`config.mk`:
```
export PLATFORM = sky130hd
export DESIGN_NAME = alu_flags_unit
export DESIGN_NICKNAME = d
export VERILOG_FILES = /design/src/rtl/alu_pkg.sv /design/src/rtl/alu_opsel.sv /design/src/rtl/alu_datapath.sv /design/src/rtl/alu_flagreg.sv /design/src/rtl/alu_flags_unit.sv
export SDC_FILE = /design/constraint.sdc
export NUM_CORES = 1
export LEC_CHECK = 0
export BUFFER_PORTS_ARGS = -buffer_cell sky130_fd_sc_hd__buf_2
export CORE_AREA = 10 10 104 106
export DETAILED_ROUTE_END_ITERATION = 10
export DIE_AREA = 0 0 114 116
export PLACE_DENSITY = 0.67
export SETUP_SLACK_MARGIN = 0.2
export SLEW_MARGIN = 0
export SYNTH_ARGS = -nofsm -noshare
export SYNTH_HDL_FRONTEND = slang
export SYNTH_SLANG_ARGS = --single-unit
```
`constraint.sdc`:
```
create_clock -name clk -period 4.7 [get_ports clk]
set_input_delay 0.705 -clock clk [delete_from_list [all_inputs] [get_ports clk]]
set_output_delay 0.705 -clock clk [all_outputs]
set_load 0.005 [all_outputs]
```
`src/rtl/alu_pkg.sv`:
```
package alu_pkg;

    localparam int DATA_W = 16;

    typedef enum logic [3:0] {
        OP_ADD   = 4'd0,
        OP_SUB   = 4'd1,
        OP_AND   = 4'd2,
        OP_OR    = 4'd3,
        OP_XOR   = 4'd4,
        OP_CMN   = 4'd5,
        OP_CMP   = 4'd6,
        OP_TAND  = 4'd7,
        OP_TOR   = 4'd8,
        OP_TXOR  = 4'd9,
        OP_MOVR  = 4'd10,
        OP_MOVI  = 4'd11,
        OP_LOAD  = 4'd12,
        OP_RSV13 = 4'd13,
        OP_RSV14 = 4'd14,
        OP_RSV15 = 4'd15
    } alu_op_e;

    typedef struct packed {
        logic wr;
        logic upd_z;
        logic upd_c;
        logic cmp_class;
    } op_ctl_t;

    function automatic op_ctl_t decode_op(input logic [3:0] op);
        op_ctl_t c;
        c = '0;
        unique case (alu_op_e'(op))
            OP_ADD, OP_SUB:           begin c.wr = 1'b1; c.upd_z = 1'b1; c.upd_c = 1'b1; end
            OP_AND, OP_OR, OP_XOR:    begin c.wr = 1'b1; c.upd_z = 1'b1; end
            OP_CMN, OP_CMP:           begin c.upd_z = 1'b1; c.upd_c = 1'b1; c.cmp_class = 1'b1; end
            OP_TAND, OP_TOR, OP_TXOR: begin c.upd_z = 1'b1; c.cmp_class = 1'b1; end
            OP_MOVR, OP_LOAD:         begin c.wr = 1'b1; c.upd_z = 1'b1; end
            OP_MOVI:                  begin c.wr = 1'b1; end
            default:                  c = '0;
        endcase
        return c;
    endfunction

endpackage

```
`src/rtl/alu_opsel.sv`:
```
module alu_opsel
    import alu_pkg::*;
#(
    parameter int DW         = 16,
    parameter int IMM_W      = 4,
    parameter int IMM_COND_W = 3,
    parameter int MOV_W      = 9,
    parameter int MOV_COND_W = 7
) (
    input  logic [DW-1:0]    a_i,
    input  logic [MOV_W-1:0] imm_i,
    input  logic             use_imm_i,
    input  logic             cond_i,
    input  logic             cmp_class_i,
    output logic [DW-1:0]    opnd_o,
    output logic [DW-1:0]    mov_val_o
);

    localparam int EXT_FULL = DW - IMM_W;
    localparam int EXT_COND = DW - IMM_COND_W;
    localparam int SX_FULL  = DW - MOV_W;
    localparam int SX_COND  = DW - MOV_COND_W;

    typedef struct packed {
        logic [DW-1:0] opnd;
        logic [DW-1:0] mov;
    } sel_t;

    sel_t sel_d;

    always_comb begin
        sel_d = '0;
        if (!use_imm_i) begin
            sel_d.opnd = a_i;
        end else if (cond_i && !cmp_class_i) begin
            sel_d.opnd = {{EXT_COND{1'b0}}, imm_i[IMM_COND_W-1:0]};
        end else begin
            sel_d.opnd = {{EXT_FULL{1'b0}}, imm_i[IMM_W-1:0]};
        end

        if (cond_i) begin
            sel_d.mov = {{SX_COND{imm_i[MOV_COND_W-1]}}, imm_i[MOV_COND_W-1:0]};
        end else begin
            sel_d.mov = {{SX_FULL{imm_i[MOV_W-1]}}, imm_i};
        end
    end

    assign opnd_o    = sel_d.opnd;
    assign mov_val_o = sel_d.mov;

endmodule

```
`src/rtl/alu_datapath.sv`:
```
module alu_datapath
    import alu_pkg::*;
#(
    parameter int DW = 16
) (
    input  logic [3:0]    op_i,
    input  logic [DW-1:0] b_i,
    input  logic [DW-1:0] a_i,
    input  logic [DW-1:0] opnd_i,
    input  logic [DW-1:0] mov_val_i,
    input  logic          zero_q_i,
    input  logic          carry_q_i,
    output logic [DW-1:0] result_o,
    output logic          result_we_o,
    output logic          zero_d_o,
    output logic          carry_d_o
);

    typedef struct packed {
        logic [DW-1:0] res;
        logic          wr;
        logic          z;
        logic          c;
    } dp_t;

    op_ctl_t     ctl;
    logic [DW:0] sum_w;
    logic [DW:0] dif_w;
    dp_t         dp_d;

    always_comb begin
        ctl   = decode_op(op_i);
        sum_w = {1'b0, b_i} + {1'b0, opnd_i};
        dif_w = {1'b0, b_i} - {1'b0, opnd_i};
        dp_d     = '0;
        dp_d.wr  = ctl.wr;
        unique case (alu_op_e'(op_i))
            OP_ADD, OP_CMN:  dp_d.res = sum_w[DW-1:0];
            OP_SUB, OP_CMP:  dp_d.res = dif_w[DW-1:0];
            OP_AND, OP_TAND: dp_d.res = b_i & opnd_i;
            OP_OR,  OP_TOR:  dp_d.res = b_i | opnd_i;
            OP_XOR, OP_TXOR: dp_d.res = b_i ^ opnd_i;
            OP_MOVR, OP_LOAD: dp_d.res = a_i;
            OP_MOVI:         dp_d.res = mov_val_i;
            default:         dp_d.res = '0;
        endcase

        dp_d.z = ctl.upd_z ? (dp_d.res == '0) : zero_q_i;

        if (!ctl.upd_c) begin
            dp_d.c = carry_q_i;
        end else if (op_i == OP_ADD || op_i == OP_CMN) begin
            dp_d.c = sum_w[DW];
        end else begin
            dp_d.c = ~dif_w[DW];
        end
    end

    assign result_o    = dp_d.res;
    assign result_we_o = dp_d.wr;
    assign zero_d_o    = dp_d.z;
    assign carry_d_o   = dp_d.c;

endmodule

```
`src/rtl/alu_flagreg.sv`:
```
module alu_flagreg (
    input  logic clk,
    input  logic rst_n,
    input  logic we_i,
    input  logic zero_d_i,
    input  logic carry_d_i,
    output logic zero_q_o,
    output logic carry_q_o
);

    typedef struct packed {
        logic z;
        logic c;
    } flags_t;

    flags_t flags_d;
    flags_t flags_q;

    always_comb begin
        flags_d = flags_q;
        if (we_i) begin
            flags_d.z = zero_d_i;
            flags_d.c = carry_d_i;
        end
    end

    always_ff @(posedge clk or negedge rst_n) begin
        if (!rst_n) begin
            flags_q <= '0;
        end else begin
            flags_q <= flags_d;
        end
    end

    assign zero_q_o  = flags_q.z;
    assign carry_q_o = flags_q.c;

endmodule

```
`src/rtl/alu_flags_unit.sv`:
```
module alu_flags_unit
    import alu_pkg::*;
#(
    parameter int DW         = DATA_W,
    parameter int IMM_W      = 4,
    parameter int IMM_COND_W = 3,
    parameter int MOV_W      = 9,
    parameter int MOV_COND_W = 7
) (
    input  logic             clk,
    input  logic             rst_n,
    input  logic [3:0]       op_i,
    input  logic [DW-1:0]    b_i,
    input  logic [DW-1:0]    a_i,
    input  logic [MOV_W-1:0] imm_i,
    input  logic             use_imm_i,
    input  logic             cond_i,
    input  logic             flag_we_i,
    output logic [DW-1:0]    result_o,
    output logic             result_we_o,
    output logic             zero_d_o,
    output logic             carry_d_o,
    output logic             zero_q_o,
    output logic             carry_q_o
);

    op_ctl_t       ctl;
    logic [DW-1:0] opnd;
    logic [DW-1:0] mov_val;

    assign ctl = decode_op(op_i);

    alu_opsel #(
        .DW(DW), .IMM_W(IMM_W), .IMM_COND_W(IMM_COND_W),
        .MOV_W(MOV_W), .MOV_COND_W(MOV_COND_W)
    ) u_opsel (
        .a_i         (a_i),
        .imm_i       (imm_i),
        .use_imm_i   (use_imm_i),
        .cond_i      (cond_i),
        .cmp_class_i (ctl.cmp_class),
        .opnd_o      (opnd),
        .mov_val_o   (mov_val)
    );

    alu_datapath #(.DW(DW)) u_dp (
        .op_i        (op_i),
        .b_i         (b_i),
        .a_i         (a_i),
        .opnd_i      (opnd),
        .mov_val_i   (mov_val),
        .zero_q_i    (zero_q_o),
        .carry_q_i   (carry_q_o),
        .result_o    (result_o),
        .result_we_o (result_we_o),
        .zero_d_o    (zero_d_o),
        .carry_d_o   (carry_d_o)
    );

    alu_flagreg u_flags (
        .clk       (clk),
        .rst_n     (rst_n),
        .we_i      (flag_we_i),
        .zero_d_i  (zero_d_o),
        .carry_d_i (carry_d_o),
        .zero_q_o  (zero_q_o),
        .carry_q_o (carry_q_o)
    );

endmodule

```
* Word-level counts from Yosys, hierarchy flattened *
Index checks and enable logic that the tools add are counted.

cells by class
  bitwise gates (word level) = 4
  muxes and demuxes = 11
  reductions and logical operators = 15
  add/sub/neg operators = 2
  equal/unequal tests = 12

operators with widths
  operator                                       count
  case mux 16 bit (7 select lines)               1
  2-to-1 mux 16 bit                              2
  == test 4 bit, second input constant           5
  adder 16 x 16 -> 17 bit                        1
  subtractor 16 x 16 -> 17 bit                   1
  bitwise AND 16 bit                             1
  == test 4 x 3 -> 1 bit, second input constant  4
  zero test 16 bit                               1
  bitwise OR 16 bit                              1
  bitwise XOR 16 bit                             1
  OR reduction 12 bit                            1
  OR reduction 2 bit                             6
  == test 4 x 2 -> 1 bit, second input constant  2
  OR reduction 8 bit                             1
  2-to-1 mux 1 bit                               7
  OR reduction 5 bit                             1
  == test 4 x 1 -> 1 bit, second input constant  1
  zero test 4 bit                                1
  2-to-1 mux 4 bit                               1
  OR reduction 4 bit                             1
  logical AND 1 bit                              1
  zero test 1 bit                                1
  logical OR 1 bit                               1
  inverter 1 bit                                 1

storage, ports and cells
  output and inout bits = 21
  input bits = 50
  bits in registers = 2

* Longest topological paths before layout *
  depth after elaboration = 11
  mapped depth = 17
  mapped depth without buffers = 15

* Hierarchy *
From an unflattened synthesis, not the netlist that was laid out.

second synthesis, totals
  cells, all modules = 467
  area total of the unflattened synthesis = 3299.4 sq um

modules (own cells, without submodules)
  module          cells each  area an instance (sq um)  times used  sequential area each (sq um)
  alu_datapath    419         2905.3                    1           0.0
  alu_opsel       40          299.0                     1           0.0
  alu_flagreg     4           72.6                      1           50.0
  alu_flags_unit  4           22.5                      1           0.0

* Worst setup path after synthesis *
OpenSTA, ideal clock, no wires.

  path type = input to output
  from = input op_i[0]
  to = output zero_d_o
  setup slack = 154 ps
  arrival time = 3841 ps
  required time = 3995 ps
  buffers on the path = 2
  stages = 17
  cells stage by stage = buf_4 > buf_2 > nor2_1 > o221ai_1 > nand3_1 > o21ai_0 > inv_1 > ha_1 > inv_1 > o211ai_2 > a21oi_1 > or2_2 > mux2_2 > a221o_1 > nor4_1 > nand4_1 > o21ai_1

on the way
  word-level cells in the longest chain between the ends = 11
  elaborated cells on any way between the ends = 35
  classes of those cells = add/sub (2); eq/ne (12); mux (6); bitwise (3); reduce/logical (12)

ends and longest elaborated chain
  element                                                                  line                                    text
  start, declared                                                          alu_flags_unit.sv:12                    input logic [3:0] op_i,
  == test 4 x 3 -> 1 bit or == test 4 bit (tied branches)                  alu_pkg.sv:34, alu_datapath.sv:37
  OR reduction 5 bit (no line)                                             -
  2-to-1 mux 1 bit                                                         alu_pkg.sv:34                           unique case (alu_op_e'(op))
  zero test 1 bit                                                          alu_opsel.sv:35                         end else if (cond_i && !cmp_class_i) begin
  logical AND 1 bit                                                        alu_opsel.sv:35
  2-to-1 mux 4 bit                                                         alu_opsel.sv:35
  2-to-1 mux 16 bit                                                        alu_opsel.sv:33                         if (!use_imm_i) begin
  subtractor 16 x 16 -> 17 bit or adder 16 x 16 -> 17 bit (tied branches)  alu_datapath.sv:34, alu_datapath.sv:33
  case mux 16 bit (7 select lines) *                                       alu_datapath.sv:37                      unique case (alu_op_e'(op_i))
  named net result_o[9]                                                    alu_flags_unit.sv:19                    output logic [DW-1:0] result_o,
  zero test 16 bit *                                                       alu_datapath.sv:48                      dp_d.z = ctl.upd_z ? (dp_d.res == '0) : zero_q_i;
  2-to-1 mux 1 bit *                                                       alu_datapath.sv:48
  end, declared                                                            alu_flags_unit.sv:21                    output logic zero_d_o,

The timed path passes the listed nets; every way through them passes the cells marked *.

* Worst setup path after layout *
  from = input use_imm_i
  to = output zero_d_o

on the way
  word-level cells in the longest chain between the ends = 5
  elaborated cells on any way between the ends = 9
  classes of those cells = add/sub (2); mux (3); bitwise (3); reduce/logical (1)

ends and longest elaborated chain
  element                                                     line                  text
  start, declared                                             alu_flags_unit.sv:16  input logic use_imm_i,
  2-to-1 mux 16 bit *                                         alu_opsel.sv:33
  subtractor 16 x 16 -> 17 bit, or another cell as far along  alu_datapath.sv:34    dif_w = {1'b0, b_i} - {1'b0, opnd_i};
  case mux 16 bit (7 select lines) *                          alu_datapath.sv:37
  zero test 16 bit *                                          alu_datapath.sv:48
  2-to-1 mux 1 bit *                                          alu_datapath.sv:48

Every way passes the cells marked *; elsewhere a longest branch is shown, timed or not.

==> metrics.txt <==
routed vias=5102; final core utilization=61.1%; Post-Layout Inst Area=5300 um2; worst-path fanout max=5; vias per cell=6.38; vias in the first global route=4849; syn nets=642; Seq cells post-synth=2; share of cells above drive strength 1=36.7%; status=complete, no violations; fillers=797; DRC=0; drt total wl=16900 um; Synth Instances=542; Final Skew=0 ns; post-route ant nets=0; core footprint=8680 um2; Longest Clk Path Bufs=2; total CTS buffers=3; 1st-iter DRT viols=740; Die Wd=114 um; class of the worst hold path=in -> async; Hold Vio Cnt, Final=0; Post-synth EDFFs=0; crit-path cells=buf_12 -> mux2i_4 -> inv_2 -> buf_6 -> ha_4 -> inv_2 -> fa_2 -> nor2b_4 -> o211ai_1 -> a211o_1 -> a32o_2 -> o22ai_2 -> o211ai_1 -> nor4_2 -> buf_4 -> nand4_1 -> o21ai_1 -> buf_2; largest net degree at the start of global routing=42; critical path endpoint category=output port; gpl congestion=0.994; total track usage=23.5%; ant diodes=0; pwr dens=156 nW/um2; grt ovf=0; slowest CP cell=a211o_1; CTS root buffer=clkbuf_8; Initial Util=43.4%; fin nets=794; Layout area overhead=40.9%; post-DR wirelength/cell=21.1 um; I/O pin cnt=71; clock latency on the worst-skew pair=0.22 ns; antenna violations before repair=0; Die Area=13200 um2; Placed Cells=773; Mapped Area=3760 um2; DRT Pass-1 Iters=6; fmax=213 MHz; Req. time, crit path=3.99 ns; Slew HR=31.7%; startpoint types=primary input; die span in y=116 um; VDD IR max=0.0895 mV; Worst-path clk slew=0.03 ns; Final min period=4.70 ns; # rows=34; worst-margin pin slew=1.02 ns; worst path bufs/invs=6; Cell Area, Placed=4690 um2; synth warn=0; clk sinks=2; synth unique cells=88; CTS H-tree lvls=1; critical path's top delay family=compound AO/OA/AOI/OAI gates; Layout Cells excl Fill=800; CTS tree=done; RSZ-0062 raised after global routing=yes; sequential fraction of the synthesis area=1.33%; Worst Path Arrival=3.99 ns; first-pass GRT wire length=25400 um; Leak=2.55 nW; Async SR Flop Fraction=100%; ys flop type=dfrtp_1; Setup Viol. Count Final=0; fin. max-slew vios=0; Final TNS setup=0 ns; Mapped Avg Cell Area=6.94 um2; max-cap viol count=0; I/O Buffers=70; Overall Power=0.000824 W; Crit Path Class=in -> out; Tcrit/Tclk final=100%; # hold bufs at CTS=0; Post-DP HPWL=13000 um; crit-path max cell delay=0.40 ns
## layout by cell type (no fill, tap or decap), types with 4 or more instances in the layout
master and n:
buf_4 99, nor3_1 12, nand2b_1 21, mux2i_1 6
a21o_1 4, nor2_1 36, a221o_1 6, o21ai_1 4
a32oi_1 6, a211o_1 8, a211oi_1 6, and3_1 4
or3_1 4, nand4_1 8, xnor2_1 5, o221ai_1 4
nor2b_1 10, o211ai_1 9, ha_4 7, a22oi_1 8
o21ai_0 24, a21oi_1 36, buf_6 12, a31oi_1 5
nand3_1 8, a32o_1 6, buf_2 65, inv_2 5
inv_1 49, ha_1 40, nand2_1 42, o22ai_1 8
o21bai_1 4
## sequential cells by signal (all words and copies together), names as in the netlist
| signal | cells |
|---|---|
| u_flags.carry_q_o | 1 |
| u_flags.zero_q_o | 1 |
## power breakdown
part | leakage, nW | internal (W) | switching [W]
Combinational | 2.50 | 0.000349 | 0.000382
Sequential | 0.0267 | 0.0000197 | 0.00000190
Clock | 0.0216 | 0.0000545 | 0.0000171
## through the flow
step | worst slack, ns | hold slack (ns)
after global routing | -0.101 | 0.257
after CTS | 0.120 | 0.257
after global placement | -0.151 | 0.491
after detailed placement | -0.305 | 0.491
after floorplan | 0.237 | 0.409
final | 0.000334 | 0.262
## kinds of logic (layout without fill, tap and decap cells)
group / Yosys count / after routing / synth area share (%)
and+or+nand+nor: 183 / 183 / 26.3
DFF: 2 / 2 / 1.33
muxes: 15 / 15 / 4.39
xor gates and xnor gates: 9 / 9 / 2.09
adders and majority gates: 51 / 51 / 17.3
AOI/OAI and AO/OA: 196 / 196 / 37.9
buffers and inverters: 86 / 236 / 10.7
## layer usage
metal  up-vias  share of wire, %  track usage (%)
met5         -                 0                0
met4         0               2.7             7.94
met3        46                11             3.72
met2       354                46             38.6
met1      2374                40             30.4
li1       2328                 -                -
## final cells by class
| class | count | area [um2] | area share, % |
|---|---|---|---|
| Multi-Input combinational cell | 454 | 3630 | 68.4 |
| Timing Repair Buffer | 179 | 1250 | 23.5 |
| Inverter | 54 | 203 | 3.82 |
| Tap cell | 108 | 135 | 2.55 |
| Sequential cell | 2 | 50.0 | 0.944 |
| Clock buffer | 3 | 41.3 | 0.779 |
## Yosys cell counts (9+ instances only)
cell      number  share of area [%]
buf_2         10                1.3
o22ai_1        9                1.5
ha_1          48                 16
mux2i_1        9                2.4
nand2b_1      23                3.8
a21oi_1       40                5.3
o21ai_0       26                3.5
nor2_1        39                3.9
inv_1         52                5.2
clkbuf_1       9               0.90
nand3_1        9                1.2
o211ai_1       9                1.8
nor3_1        13                1.7
nand2_1       42                4.2
nor2b_1       12                2.0
## worst paths after layout
path,from,end,slack (ns),cells after the start
worst min register to register,u_flags.zero_q_o$_DFFE_PN0P_,u_flags.zero_q_o$_DFFE_PN0P_,0.51,2
worst max-delay path,use_imm_i,zero_d_o,0.0003,18
worst min-delay path,rst_n,u_flags.zero_q_o$_DFFE_PN0P_,0.26,1
min in group clk,u_flags.zero_q_o$_DFFE_PN0P_,u_flags.zero_q_o$_DFFE_PN0P_,0.51,2
max in group asynchronous,rst_n,u_flags.carry_q_o$_DFFE_PN0P_,4.34,1
worst max register to register,u_flags.carry_q_o$_DFFE_PN0P_,u_flags.carry_q_o$_DFFE_PN0P_,4.00,1
## timing repair
action | in CTS | in global routing
resized for setup | 44 | 41
setup endpoints to repair | 3 | 4
hold endpoints to repair | 0 | 0
pin swaps | 29 | 29
setup buffers | 15 | 9
Power figures use the tool's default switching activity.
